**src/rtl/mdio_target_pkg.sv**
```systemverilog
package mdio_target_pkg;

    typedef enum logic [1:0] {
        XACT_IDLE  = 2'd0,
        XACT_READ  = 2'd1,
        XACT_WRITE = 2'd2
    } xact_e;

    localparam logic [1:0] START_CODE = 2'b01;
    localparam logic [1:0] OP_WRITE   = 2'b01;
    localparam logic [1:0] OP_READ    = 2'b10;
    localparam logic [1:0] TA_WRITE   = 2'b10;

endpackage

```
**src/rtl/mdio_edge.sv**
```systemverilog
module mdio_edge (
    input  logic clk,
    input  logic rst_n,
    input  logic mgmt_clk,
    output logic rise
);
    logic mgmt_clk_q;

    always_ff @(posedge clk or negedge rst_n) begin
        if (!rst_n) mgmt_clk_q <= 1'b0;
        else        mgmt_clk_q <= mgmt_clk;
    end

    assign rise = mgmt_clk & ~mgmt_clk_q;

    // one detection per management clock edge
    p_rise_single_r1: assert property (@(posedge clk) disable iff (!rst_n)
        rise |=> !rise);
endmodule

```
**src/rtl/mdio_regfile.sv**
```systemverilog
module mdio_regfile #(
    parameter int          DATA_W   = 16,
    parameter int          ADDR_W   = 5,
    parameter int          ID_A_IDX = 2,
    parameter int          ID_B_IDX = 3,
    parameter logic [15:0] ID_A     = 16'h0022,
    parameter logic [15:0] ID_B     = 16'h161A
) (
    input  logic [ADDR_W-1:0] rd_addr,
    output logic [DATA_W-1:0] rd_data
);
    localparam int REG_CNT = 1 << ADDR_W;

    logic [DATA_W-1:0] regs [REG_CNT];

    // contents are fixed: writes are discarded upstream
    for (genvar i = 0; i < REG_CNT; i++) begin : g_reg
        if (i == ID_A_IDX) begin : g_id_a
            assign regs[i] = DATA_W'(ID_A);
        end else if (i == ID_B_IDX) begin : g_id_b
            assign regs[i] = DATA_W'(ID_B);
        end else begin : g_zero
            assign regs[i] = '0;
        end
    end

    assign rd_data = regs[rd_addr];
endmodule

```
**src/rtl/mdio_frame.sv**
```systemverilog
module mdio_frame
    import mdio_target_pkg::*;
#(
    parameter int HIST_W = 32,
    parameter int HDR_W  = 16,
    parameter int DATA_W = 16,
    parameter int ADDR_W = 5
) (
    input  logic              clk,
    input  logic              rst_n,
    input  logic              phy_rst,
    input  logic              rise,
    input  logic              host_dout,
    input  logic              host_oe,
    output logic [ADDR_W-1:0] rd_addr,
    input  logic [DATA_W-1:0] rd_data,
    output logic              host_din
);
    localparam int               CNT_W    = $clog2(HIST_W + 1);
    localparam logic [CNT_W-1:0] CNT_SYNC = CNT_W'(HIST_W);
    localparam logic [CNT_W-1:0] CNT_HDR  = CNT_W'(HDR_W);

    typedef struct packed {
        logic [HIST_W-1:0] hist;
        logic [CNT_W-1:0]  cnt;
        xact_e             state;
        logic [DATA_W-1:0] dout;
        logic              din;
    } frame_t;

    frame_t st_d, st_q;

    logic              bit_s;
    logic [HIST_W-1:0] hist_nx;
    logic              sync_s;

    assign bit_s   = host_dout & host_oe;
    assign hist_nx = {st_q.hist[HIST_W-2:0], bit_s};
    assign sync_s  = (hist_nx == '1);
    assign rd_addr = hist_nx[ADDR_W+1:2];

    always_comb begin
        logic [CNT_W-1:0] c;
        logic [1:0]       f_start, f_op, f_ta;
        st_d    = st_q;
        c       = st_q.cnt;
        f_start = hist_nx[HDR_W-1:HDR_W-2];
        f_op    = hist_nx[HDR_W-3:HDR_W-4];
        f_ta    = hist_nx[1:0];
        if (rise) begin
            st_d.hist = hist_nx;
            if (sync_s) c = CNT_SYNC;
            if (c == CNT_HDR) begin
                if (f_start == START_CODE && f_op == OP_WRITE && f_ta == TA_WRITE) begin
                    st_d.state = XACT_WRITE;
                end else if (f_start == START_CODE && f_op == OP_READ && !f_ta[0]) begin
                    st_d.state = XACT_READ;
                    st_d.dout  = rd_data;
                end else begin
                    st_d.state = XACT_IDLE;
                end
            end
            if (c < CNT_HDR && st_d.state == XACT_READ) begin
                st_d.din  = st_d.dout[DATA_W-1];
                st_d.dout = {st_d.dout[DATA_W-2:0], 1'b0};
            end
            if (c == '0) st_d.state = XACT_IDLE;           // R7, write data dropped
            st_d.cnt = (c == '0) ? '0 : c - 1'b1;
        end
        if (phy_rst) begin
            st_d.state = XACT_IDLE;
            st_d.cnt   = '0;
        end
    end

    always_ff @(posedge clk or negedge rst_n) begin
        if (!rst_n) begin
            st_q       <= '0;
            st_q.state <= XACT_IDLE;
        end else begin
            st_q <= st_d;
        end
    end

    assign host_din = st_q.din;

    p_cnt_max_r2: assert property (@(posedge clk) disable iff (!rst_n)
        st_q.cnt <= CNT_SYNC);

    p_sync_load_r2: assert property (@(posedge clk) disable iff (!rst_n)
        (rise && sync_s && !phy_rst) |=> st_q.cnt == CNT_SYNC - 1'b1);

    p_end_idle_r7: assert property (@(posedge clk) disable iff (!rst_n)
        (rise && st_q.cnt == '0 && !sync_s) |=> st_q.state == XACT_IDLE);

    p_phy_rst_r9: assert property (@(posedge clk) disable iff (!rst_n)
        phy_rst |=> (st_q.state == XACT_IDLE && st_q.cnt == '0));

    p_din_hold_r10: assert property (@(posedge clk) disable iff (!rst_n)
        !rise |=> $stable(host_din));

    p_write_quiet_r5: assert property (@(posedge clk) disable iff (!rst_n)
        st_q.state == XACT_WRITE |=> $stable(host_din));
endmodule

```
**src/rtl/mdio_target.sv**
```systemverilog
module mdio_target #(
    parameter int          HIST_W = 32,
    parameter int          HDR_W  = 16,
    parameter int          DATA_W = 16,
    parameter int          ADDR_W = 5,
    parameter logic [15:0] ID_A   = 16'h0022,
    parameter logic [15:0] ID_B   = 16'h161A
) (
    input  logic clk,
    input  logic rst_n,
    input  logic phy_rst,
    input  logic mgmt_clk,
    input  logic host_dout,
    input  logic host_oe,
    output logic host_din
);
    logic              rise;
    logic [ADDR_W-1:0] rd_addr;
    logic [DATA_W-1:0] rd_data;

    mdio_edge u_edge (
        .clk      (clk),
        .rst_n    (rst_n),
        .mgmt_clk (mgmt_clk),
        .rise     (rise)
    );

    mdio_regfile #(
        .DATA_W   (DATA_W),
        .ADDR_W   (ADDR_W),
        .ID_A_IDX (2),
        .ID_B_IDX (3),
        .ID_A     (ID_A),
        .ID_B     (ID_B)
    ) u_regs (
        .rd_addr (rd_addr),
        .rd_data (rd_data)
    );

    mdio_frame #(
        .HIST_W (HIST_W),
        .HDR_W  (HDR_W),
        .DATA_W (DATA_W),
        .ADDR_W (ADDR_W)
    ) u_frame (
        .clk       (clk),
        .rst_n     (rst_n),
        .phy_rst   (phy_rst),
        .rise      (rise),
        .host_dout (host_dout),
        .host_oe   (host_oe),
        .rd_addr   (rd_addr),
        .rd_data   (rd_data),
        .host_din  (host_din)
    );
endmodule

```
**config.mk**
```make
export PLATFORM = sky130hd
export DESIGN_NAME = mdio_target
export DESIGN_NICKNAME = d
export VERILOG_FILES = /design/src/rtl/mdio_target_pkg.sv /design/src/rtl/mdio_edge.sv /design/src/rtl/mdio_regfile.sv /design/src/rtl/mdio_frame.sv /design/src/rtl/mdio_target.sv
export SDC_FILE = /design/constraint.sdc
export NUM_CORES = 1
export LEC_CHECK = 0
export BUFFER_PORTS_ARGS = -buffer_cell sky130_fd_sc_hd__buf_2
export CAP_MARGIN = 10
export CORE_ASPECT_RATIO = 0.6
export CORE_MARGIN = 3
export CORE_UTILIZATION = 45
export CTS_CLUSTER_DIAMETER = 40
export CTS_CLUSTER_SIZE = 10
export DETAILED_ROUTE_END_ITERATION = 12
export PLACE_DENSITY = 0.72
export REMOVE_ABC_BUFFERS = 1
export SETUP_SLACK_MARGIN = 0.15
export SLEW_MARGIN = 30
export SYNTH_ARGS = -nofsm -noshare
export SYNTH_HDL_FRONTEND = slang
export SYNTH_HIERARCHICAL = 1
export SYNTH_SLANG_ARGS = --single-unit
```
**constraint.sdc**
```tcl
create_clock -name clk -period 8.3 [get_ports clk]
set_clock_uncertainty 0.15 [all_clocks]
set_input_delay 0.83 -clock clk [delete_from_list [all_inputs] [get_ports clk]]
set_output_delay 0.83 -clock clk [all_outputs]
set_load 0.1 [all_outputs]
```
==> metrics.cfg, run 1 <==
[worst_setup_path]
timing.rr.start = u_frame/rd_addr[2]$_DFFE_PN0P_
crit_path_start = u_frame/rd_addr[2]$_DFFE_PN0P_
cp.arrival_ns = 4.16
cp_num_buf_inv = 0
slowest_delay_ns = 0.50
regToRegSetupSlack_ns = 4.21
critPathRequiredTime_ns = 8.37
path_cells = nand4_1 > nor4_1 > nand3_1 > nand2_1 > ha_1 > nor4b_4 > nand3_4 > nor3_4 > o221ai_2 > a221o_2
end_kind = flop
crit_type = reg -> reg
critPathTopFamily = simple AND/OR/NAND/NOR gates
crit_slowest_cell = nand3_1
worst_setup_path_start_kind = flop
worst-path-max-fanout = 16

[global_route]
grt_pass1_wl_mm = 8.666
gr-total-overflow = 0
track_usage_pct = 16.05
grt_pass1_vias = 1612
antenna_found_initial = 0
grt_max_degree = 58

[clock_tree]
clk_pin_slew_ns = 0.06
holdBufCountCts = 0
clockBufferDepth = 2
clk_latency_ns = 0.34
cts_tree = done
cts_setup_buffers = 0
root_buffer = clkbuf_8
cts_buffers = 9
cts_sinks = 57
cts_max_level = 3
cts_resized = 0

[yosys]
yosysWarnings = 6
yosysTopAreaCell = dfrtp_1
netlist_top_cells_area = dfrtp_1, mux2_2, buf_4, a221o_1, and2_1
ys.flop_type = dfrtp_1
yosys.area.top_type_share_pct = 50.58
yosysMostFrequentCell = dfrtp_1
synthTopCellsByCount = dfrtp_1, mux2_2, buf_4, nand2_1, a221o_1
yosysSeqAreaShare_pct = 50.58
netlist-cell-type-count = 48
syn-cell-area_sq_um = 2820
syn_area_per_cell_sq_um = 12.16
synth-seq-cells = 57
synthCells = 232
synth_edf_count = 0
synthArstFlopShare_pct = 100.0

[worst_hold_path]
hp-class = reg -> reg
min_from = u_frame/st_q[1]$_DFFE_PN0P_

[floorplan]
start_util_pct = 48.57
fp.coreArea_sq_um = 5807
die_area_sq_um = 7284
fp.dieW_microns = 108.2
rows = 21
die_h_microns = 67.32
io_pins = 7

[place]
port_buffers = 6
hpwl_mm = 3.358
globalplace.congestion = 0.7624
placed_area_sq_um = 2793

[power]
ir_drop_v = 0.0001087
p_leak_nw = 1.401
cellPowerDensity_nw_per_um2 = 222.7

[final_layout]
antennaDiodeCount = 0
fill_cells = 503
final_area_sq_um = 2955
fin_nets = 236
drive_gt1_share_pct = 29.31
syn_to_final_growth_pct = 4.791

[drt]
first_pass_iters = 4
routedWlPerCell_microns = 16.47
drt_wl_total_mm = 5.138
via_count = 1764
drtIter0Drc = 151
drc_errors = 0
vias_per_cell = 5.654
ant_nets = 0

[sta]
hold_viol = 0
rsz0062_at_grt = no
finalSetupTns_ns = 0
post-route-period-util_pct = 49.27
fmaxAchievable_mhz = 244.5
worst_slew_pin_slew_ns = 0.7181
min_period_ns = 4.090
maxSlewHeadroom_pct = 52.13
setup_viol = 0
finalMaxSlewViolations = 0

[job]
maxCapViolations = 0

[outcome]
outcome = finished, final reports clean

## routing by layer
| metal | track usage, % | routed length, microns | vias up |
|---|---|---|---|
| li1 | - | - | 823 |
| met1 | 24.27 | 2660 | 893 |
| met2 | 19.81 | 2136 | 46 |
| met3 | 7.832 | 323 | 2 |
| met4 | 4.252 | 17 | 0 |
| met5 | 0 | 0 | - |
## power breakdown
part           internal, mW  switching (mW)
Clock                 0.122           0.101
Combinational        0.0469          0.0411
Sequential            0.311          0.0373
## through the flow
| stage | hold WS (ns) | instances | total power, mW | setup WS, ns | util [%] |
|---|---|---|---|---|---|
| floorplan | 0.2995 | 210 | 0.4086 | 4.788 | - |
| global route | 0.3730 | 312 | 0.6938 | 3.873 | 50.89 |
| finish | 0.3509 | 312 | 0.6582 | 4.210 | 50.89 |
| global placement | 0.3267 | 298 | 0.4342 | 4.205 | 48.09 |
| CTS | 0.3488 | 312 | 0.6644 | 4.265 | 50.89 |
| detailed placement | 0.3354 | 298 | 0.4397 | 3.991 | 48.09 |
## state kept, by name, summed over array words and instances, names as in the netlist
register and count:
u_frame/hist_nx 26, u_frame/st_q 24, u_frame/rd_addr 5, u_edge/mgmt_clk_q 1, u_frame/host_din 1
## worst paths after layout
kind,endpoint,cells past startpoint
max reg2reg,u_frame/st_q[6]$_DFFE_PN0P_,10
min,u_frame/st_q[1]$_DFFE_PN0P_,1
min in group asynchronous,u_frame/st_q[23]$_DFFE_PN0P_,2
max,u_frame/st_q[6]$_DFFE_PN0P_,10
max in group asynchronous,u_frame/st_q[2]$_DFFE_PN0P_,2
min reg2reg,u_frame/st_q[1]$_DFFE_PN0P_,1
## area by class of cell
type                    instances  area, sq um  share of cell area (%)
flip-flops and latches         57         1426                   48.26
inverters                       4        15.01                  0.5080
clock buffers                  14        162.7                   5.504
repair buffers                  8        45.04                   1.524
well taps                      80        100.1                   3.387
multi-input cells             149         1206                   40.81
## cells in the final DEF, fill, tap and decap left out, drive strengths merged, types with 2 or more instances in the layout
master  instances
dfrtp          57
mux2           31
clkbuf         14
a221o          14
and2           14
nand2          12
conb            9
buf             8
nand4           7
nor2            6
o21ai           6
nor3            6
nand3           5
inv             4
mux2i           4
a21oi           3
nor4b           3
nor4            2
and3            2
o41ai           2
o21a            2
nor2b           2
## kinds of logic after synthesis
| family | synth area share (%) |
|---|---|
| compound gates | 11.36 |
| fa+ha+maj | 0.4436 |
| buf+inv | 7.720 |
| flops | 50.58 |
| mux | 13.80 |
| other cells | 0.1330 |
| simple gates | 15.97 |
Note: power is estimated with default switching activity, not from simulation.
==> inputs of run 2 (changes only) <==
- ABC_AREA: unset -> 1
- clock period: 8.3 -> 3.8 ns (I/O delays scaled with it)
==> metrics.cfg, run 2 <==
[drt]
first_pass_iters = 4  ; unchanged
top_layer = met4  ; unchanged
wl_met2_mm = 2.545  ; was 2.136 mm
routedWlPerCell_microns = 12.38  ; was 16.47 microns
drtIter0Drc = 209  ; was 151
wl_met1_mm = 3.217  ; was 2.660 mm
ant_nets = 0  ; unchanged
dr_wl_met3_microns = 370  ; was 323 microns
via_count = 2471  ; was 1764
drt_wl_total_mm = 6.215  ; was 5.138 mm
vias_per_cell = 4.922  ; was 5.654
drc_errors = 0  ; unchanged

[worst_setup_path]
crit_type = reg -> reg  ; unchanged
worst_setup_path_start_kind = flop  ; unchanged
worst-path-max-fanout = 18  ; was 16
end_kind = flop  ; unchanged
crit_slowest_cell = dfrtp_1  ; was nand3_1
cp_num_buf_inv = 0  ; unchanged
critPathTopFamily = simple AND/OR/NAND/NOR gates  ; unchanged
cp.arrival_ns = 2.86  ; was 4.16 ns
path_cells = nand2_1 > nor2_1 > nand2_1 > nor2_1 > nand2_2 > nand2_1 > ha_1 > nand2_4 > nor2_8 > nand2_4 > nand2_8 > nand3_4 > o21ai_1 > nand2_1  ; was nand4_1 > nor4_1 > nand3_1 > nand2_1 > ha_1 > nor4b_4 > nand3_4 > nor3_4 > o221ai_2 > a221o_2
slowest_delay_ns = 0.38  ; was 0.50 ns
critPathRequiredTime_ns = 3.86  ; was 8.37 ns
cp_common_cell = nand2_1

[final_layout]
fill_cells = 616  ; was 503
final_area_sq_um = 3427  ; was 2955 sq um
antennaDiodeCount = 0  ; unchanged
syn_to_final_growth_pct = 8.475  ; was 4.791%
layout_common_cells = nand2_1, dfrtp_1, inv_1, nand3_1, o21ai_0  ; was dfrtp_1, mux2_2, nand2_1, clkbuf_8, a221o_1
fin_nets = 421  ; was 236
drive_gt1_share_pct = 9.091  ; was 29.31%
largest_register_ff_count = 26  ; unchanged
post-route-util_pct = 53.21  ; was 50.89%
final_common_cell = nand2_1  ; was dfrtp_1

[sta]
min_period_ns = 2.795  ; was 4.090 ns
post-route-period-util_pct = 73.56  ; was 49.27%
finalMaxSlewViolations = 0  ; unchanged
maxSlewHeadroom_pct = 52.41  ; was 52.13%
worst_slew_pin_slew_ns = 0.7139  ; was 0.7181 ns
setup_viol = 0  ; unchanged
finalSetupTns_ns = 0  ; unchanged
fmaxAchievable_mhz = 357.7  ; was 244.5 MHz
hold_viol = 0  ; unchanged
rsz0062_at_grt = no  ; unchanged

[clock_tree]
holdBufCountCts = 1  ; was 0
cts_setup_buffers = 0  ; unchanged
clk_latency_ns = 0.33  ; was 0.34 ns
clk_pin_slew_ns = 0.05  ; was 0.06 ns
cts_buffers = 9  ; unchanged
clockBufferDepth = 2  ; unchanged
root_buffer = clkbuf_16  ; was clkbuf_8
cts_sinks = 57  ; unchanged
cts_tree = done  ; unchanged
cts_max_level = 3  ; unchanged
cts_resized = 0  ; unchanged

[yosys]
synthCells = 419  ; was 232
synth-seq-cells = 57  ; unchanged
netlist-cell-type-count = 29  ; was 48
synthTopCellsByCount = nand2_1, dfrtp_1, inv_1, nand3_1, o21ai_0  ; was dfrtp_1, mux2_2, buf_4, nand2_1, a221o_1
syn_area_per_cell_sq_um = 7.540  ; was 12.16 sq um
syn-cell-area_sq_um = 3159  ; was 2820 sq um
yosysSeqAreaShare_pct = 45.15  ; was 50.58%
yosysMostFrequentCell = nand2_1  ; was dfrtp_1
yosysTopAreaCell = dfrtp_1  ; unchanged
netlist_top_cells_area = dfrtp_1, nand2_1, nand3_1, o21ai_0, inv_1  ; was dfrtp_1, mux2_2, buf_4, a221o_1, and2_1
yosysWarnings = 6  ; unchanged
yosys.area.top_type_share_pct = 45.15  ; was 50.58%
ys.flop_type = dfrtp_1  ; unchanged
synth_edf_count = 0  ; unchanged
synthArstFlopShare_pct = 100.0  ; unchanged

[power]
ir_drop_v = 0.0003223  ; was 0.0001087 V
p_leak_nw = 1.739  ; was 1.401 nW
cellPowerDensity_nw_per_um2 = 557.4  ; was 222.7 nW/um^2

[floorplan]
rows = 22  ; was 21
fp.dieW_microns = 114.2  ; was 108.2 microns
die_area_sq_um = 8095  ; was 7284 sq um
io_pins = 7  ; unchanged
fp.coreArea_sq_um = 6441  ; was 5807 sq um
start_util_pct = 49.05  ; was 48.57%
die_h_microns = 70.91  ; was 67.32 microns

[job]
maxCapViolations = 0  ; unchanged

[place]
globalplace.congestion = 0.8261  ; was 0.7624
port_buffers = 6  ; unchanged
hpwl_mm = 4.235  ; was 3.358 mm
placed_area_sq_um = 3136  ; was 2793 sq um

[global_route]
grt_pass1_vias = 2244  ; was 1612
antenna_found_initial = 0  ; unchanged
grt_pass1_wl_mm = 10.72  ; was 8.666 mm
grt_max_degree = 55  ; was 58
gr-total-overflow = 0  ; unchanged
track_usage_pct = 17.16  ; was 16.05%

[worst_hold_path]
hp-class = in -> reg  ; was reg -> reg

[outcome]
outcome = finished, final reports clean  ; unchanged

==> run 2: worst register-to-register path, delay by kind of cell (launching register included) <==
kind / cells / cell delay (ns)
adders and majority gates: 1 / 0.29
DFF: 1 / 0.38
AOI/OAI and AO/OA: 1 / 0.18
and+or+nand+nor: 12 / 1.67
==> run 2: through the flow <==
step | power [mW] | cells | hold slack, ns | setup WS (ns)
2_1_floorplan | 1.073 | 393 | -0.06559 | 1.034
3_3_place_gp | 1.155 | 486 | 0.2433 | 1.123
3_5_place_dp | 1.170 | 486 | 0.2433 | 1.007
4_1_cts | 1.938 | 502 | 0.007742 | 1.019
5_1_grt | 2.044 | 502 | 0.01443 | 0.7094
6_report | 1.910 | 502 | 0.02258 | 1.005
==> run 2: path summary, 6_finish.rpt <==
check	endpoint	slack [ns]	cells after the start	from
worst max-delay path	u_frame/host_din$_DFFE_PN0P_	1.00	14	u_frame/hist_nx[28]$_DFFE_PN0P_
worst min-delay path	u_edge/mgmt_clk_q$_DFF_PN0_	0.02	1	mgmt_clk
worst max register to register	u_frame/host_din$_DFFE_PN0P_	1.00	14	u_frame/hist_nx[28]$_DFFE_PN0P_
worst min register to register	u_frame/hist_nx[31]$_DFFE_PN0P_	0.32	2	u_frame/hist_nx[31]$_DFFE_PN0P_
max in group asynchronous	u_frame/hist_nx[27]$_DFFE_PN0P_	2.26	3	rst_n
min in group asynchronous	u_frame/hist_nx[9]$_DFFE_PN0P_	0.41	2	rst_n
==> run 2: metal layers <==
metal | global-route usage [%] | up-vias
met3 | 7.350 | 9
met4 | 7.115 | 0
met5 | 0 | -
met1 | 24.62 | 1124
li1 | - | 1279
met2 | 22.44 | 59
==> run 2: final cells by class <==
| type | instances | area [sq um] | share of cell area [%] |
|---|---|---|---|
| clock buffer | 12 | 266.5 | 7.777 |
| clock inverter | 3 | 15.01 | 0.4381 |
| inverter | 47 | 176.4 | 5.148 |
| multi-input combinational | 289 | 1375 | 40.12 |
| sequential | 57 | 1426 | 41.62 |
| tap | 84 | 105.1 | 3.067 |
| timing repair buffer | 10 | 62.56 | 1.825 |
==> run 2: where the power goes <==
| part | switching [mW] | total [mW] | internal (mW) | leakage, nW |
|---|---|---|---|---|
| sequential | 0.0736 | 0.793 | 0.720 | 0.751 |
| combinational | 0.243 | 0.372 | 0.129 | 0.843 |
| clock | 0.260 | 0.745 | 0.485 | 0.144 |
| total | 0.576 | 1.91 | 1.33 | 1.74 |
==> run 2: cell families (layout without fill, tap and decap cells) <==
group | after synthesis | after routing | synth area share [%]
simple gates | 235 | 235 | 34.14
buf+inv | 81 | 72 | 12.28
fa+ha+maj | 1 | 1 | 0.3960
flops | 57 | 57 | 45.15
xor+xnor | 3 | 3 | 0.8318
other cells | 1 | 9 | 0.1187
compound gates | 41 | 41 | 7.089
==> inputs of run 3 (changes only) <==
- PLACE_DENSITY: 0.72 -> 0.74
- clock period: 3.8 -> 2.4 ns (I/O delays scaled with it)
==> metrics.cfg, run 3 (synthesis gave the netlist of run 2 again) <==
[clock_tree]
cts_buffers = 9  ; unchanged
clk_latency_ns = 0.33  ; about the same
root_buffer = clkbuf_16  ; unchanged
clk_pin_slew_ns = 0.05  ; about the same
cts_sinks = 57  ; unchanged
cts_max_level = 3  ; unchanged
clockBufferDepth = 2  ; unchanged
cts_tree = done  ; unchanged

[worst_hold_path]
hp-class = in -> reg  ; unchanged
min_path_cells = 3  ; was 1
min_from = host_oe  ; was mgmt_clk
hold-path-endpoint = u_frame/hist_nx[1]$_DFFE_PN0P_  ; was u_edge/mgmt_clk_q$_DFF_PN0_

[worst_setup_path]
r2r-end = u_frame/st_q[2]$_DFFE_PN0P_  ; was u_frame/host_din$_DFFE_PN0P_
timing.rr.start = u_frame/hist_nx[14]$_DFFE_PN0P_  ; was u_frame/hist_nx[28]$_DFFE_PN0P_
crit_type = reg -> reg  ; unchanged
worst-path-max-fanout = 15  ; was 18
critPathRequiredTime_ns = 2.46  ; was 3.86 ns
cp.arrival_ns = 2.35  ; was 2.86 ns
worst_setup_path_start_kind = flop  ; unchanged
crit_path_start = u_frame/hist_nx[14]$_DFFE_PN0P_  ; was u_frame/hist_nx[28]$_DFFE_PN0P_
reg2regPathDepth = 15  ; was 14
end_kind = flop  ; unchanged
regToRegSetupSlack_ns = 0.11  ; was 1.00 ns

[sta]
finalMaxSlewViolations = 0  ; unchanged
post-route-period-util_pct = 95.60  ; was 73.56%
setup_ws_ns = 0.1055  ; was 1.005 ns
maxSlewHeadroom_pct = 48.97  ; was 52.41%
worst_slew_pin_slew_ns = 0.7655  ; was 0.7139 ns
fmaxAchievable_mhz = 435.8  ; was 357.7 MHz
finalSetupTns_ns = 0  ; unchanged
rsz0062_at_grt = yes  ; was no
whs_ns = 0.09202  ; was 0.02258 ns
min_period_ns = 2.294  ; was 2.795 ns
hold_viol = 0  ; unchanged
setup_viol = 0  ; unchanged

[final_layout]
post-route-util_pct = 58.43  ; was 53.21%
antennaDiodeCount = 0  ; unchanged
fin_nets = 441  ; was 421
final_area_sq_um = 3764  ; was 3427 sq um
layout_common_cells = nand2_1, dfrtp_1, inv_1, nand3_1, o21ai_0  ; unchanged
syn_to_final_growth_pct = 19.13  ; was 8.475%
largest_register_ff_count = 26  ; unchanged
fill_cells = 566  ; was 616
drive_gt1_share_pct = 16.89  ; was 9.091%
final_common_cell = nand2_1  ; unchanged

[drt]
drc_errors = 0  ; unchanged
routedWlPerCell_microns = 14.20  ; was 12.38 microns
first_pass_iters = 5  ; was 4
via_count = 2768  ; was 2471
ant_nets = 0  ; unchanged
drtIter0Drc = 214  ; was 209
drt_wl_total_mm = 7.414  ; was 6.215 mm
vias_per_cell = 5.303  ; was 4.922

[floorplan]
rows = 22  ; unchanged
die_h_microns = 70.91  ; unchanged
start_util_pct = 49.05  ; unchanged
fp.coreArea_sq_um = 6441  ; unchanged
io_pins = 7  ; unchanged
fp.dieW_microns = 114.2  ; unchanged
die_area_sq_um = 8095  ; unchanged

[place]
port_buffers = 6  ; unchanged
dp_slack_ns = 0.06632  ; was 1.007 ns
hpwl_mm = 4.352  ; was 4.235 mm
globalplace.congestion = 0.8918  ; was 0.8261
placed_area_sq_um = 3236  ; was 3136 sq um

[global_route]
grt_pass1_wl_mm = 11.73  ; was 10.72 mm
grt_max_degree = 49  ; was 55
antenna_found_initial = 0  ; unchanged
grt_pass1_vias = 2457  ; was 2244
track_usage_pct = 18.28  ; was 17.16%
gr-total-overflow = 0  ; unchanged

[outcome]
outcome = finished, final reports clean  ; unchanged

[job]
maxCapViolations = 0  ; unchanged

[power]
cellPowerDensity_nw_per_um2 = 864.1  ; was 557.4 nW/um^2
ir_drop_v = 0.0004208  ; was 0.0003223 V
p_leak_nw = 1.853  ; was 1.739 nW

==> run 3: changes by cell type in the layout (fill, tap and decap cells not counted), sizes merged <==
cell	previous run	this run
bufinv	0	1
dlygate4sd3	1	2
buf	9	24
nand3	42	44
clkinvlp	0	1
==> run 3: report_power, final <==
| group | switching (mW) | internal (mW) |
|---|---|---|
| clock | 0.441 | 0.822 |
| combinational | 0.448 | 0.281 |
| sequential | 0.121 | 1.14 |
==> run 3: critical path, cell delays in order (launching register included) <==
cell and delay (ns):
dfrtp_1 0.38, nand2_1 0.07, nor2_1 0.12, nand2_1 0.07
nor2_2 0.11, nand2_2 0.12, nand2_2 0.13, ha_4 0.17
nand2_4 0.08, nor2_8 0.16, buf_8 0.16, nand3b_1 0.12
nand2_2 0.11, nand3_1 0.08, nand3_1 0.08, nand2_1 0.06
==> run 3: final cells by class <==
type	instances	area, sq um	share of cell area, %
inverters	47	176.4	4.687
well taps	84	105.1	2.793
flip-flops and latches	57	1426	37.90
clock inverters	5	56.30	1.496
clock buffers	10	239.0	6.350
repair buffers	28	284.0	7.547
multi-input cells	291	1476	39.23
==> run 3: worst max path at each step <==
stage | endpoint | slack (ns) | depth (start not counted)
detailed placement | u_frame/st_q[2]$_DFFE_PN0P_ | 0.07 | 16
finish | u_frame/st_q[2]$_DFFE_PN0P_ | 0.11 | 15
CTS | u_frame/host_din$_DFFE_PN0P_ | 0.14 | 14
floorplan | u_frame/st_q[20]$_DFFE_PN0P_ | -0.34 | 5
global route | u_frame/st_q[1]$_DFFE_PN0P_ | -0.04 | 16
global placement | u_frame/st_q[2]$_DFFE_PN0P_ | 0.12 | 15
==> run 3: layer usage <==
metal / GRT usage, % / part of all wire [%]
met1: 26.74 / 48
met2: 25.36 / 43
met3: 6.239 / 7.0
met4: 5.929 / 1.3
met5: 0 / 0
==> run 3: stage by stage <==
| stage | instances | power (mW) |
|---|---|---|
| floorplan | 393 | 1.699 |
| global placement | 496 | 1.865 |
| detailed placement | 496 | 1.892 |
| CTS | 513 | 3.199 |
| global route | 522 | 3.441 |
| finish | 522 | 3.252 |
==> run 3: what timing repair did <==
| action | in CTS | in global routing |
|---|---|---|
| pin swaps | 0 | 23 |
| resized for setup | 5 | 25 |
| hold endpoints to repair | 30 | 0 |
| hold buffers | 2 | 0 |
| endpoints found under the setup margin | 17 | 25 |
| buffers inserted | 0 | 5 |
| cloned | 0 | 4 |
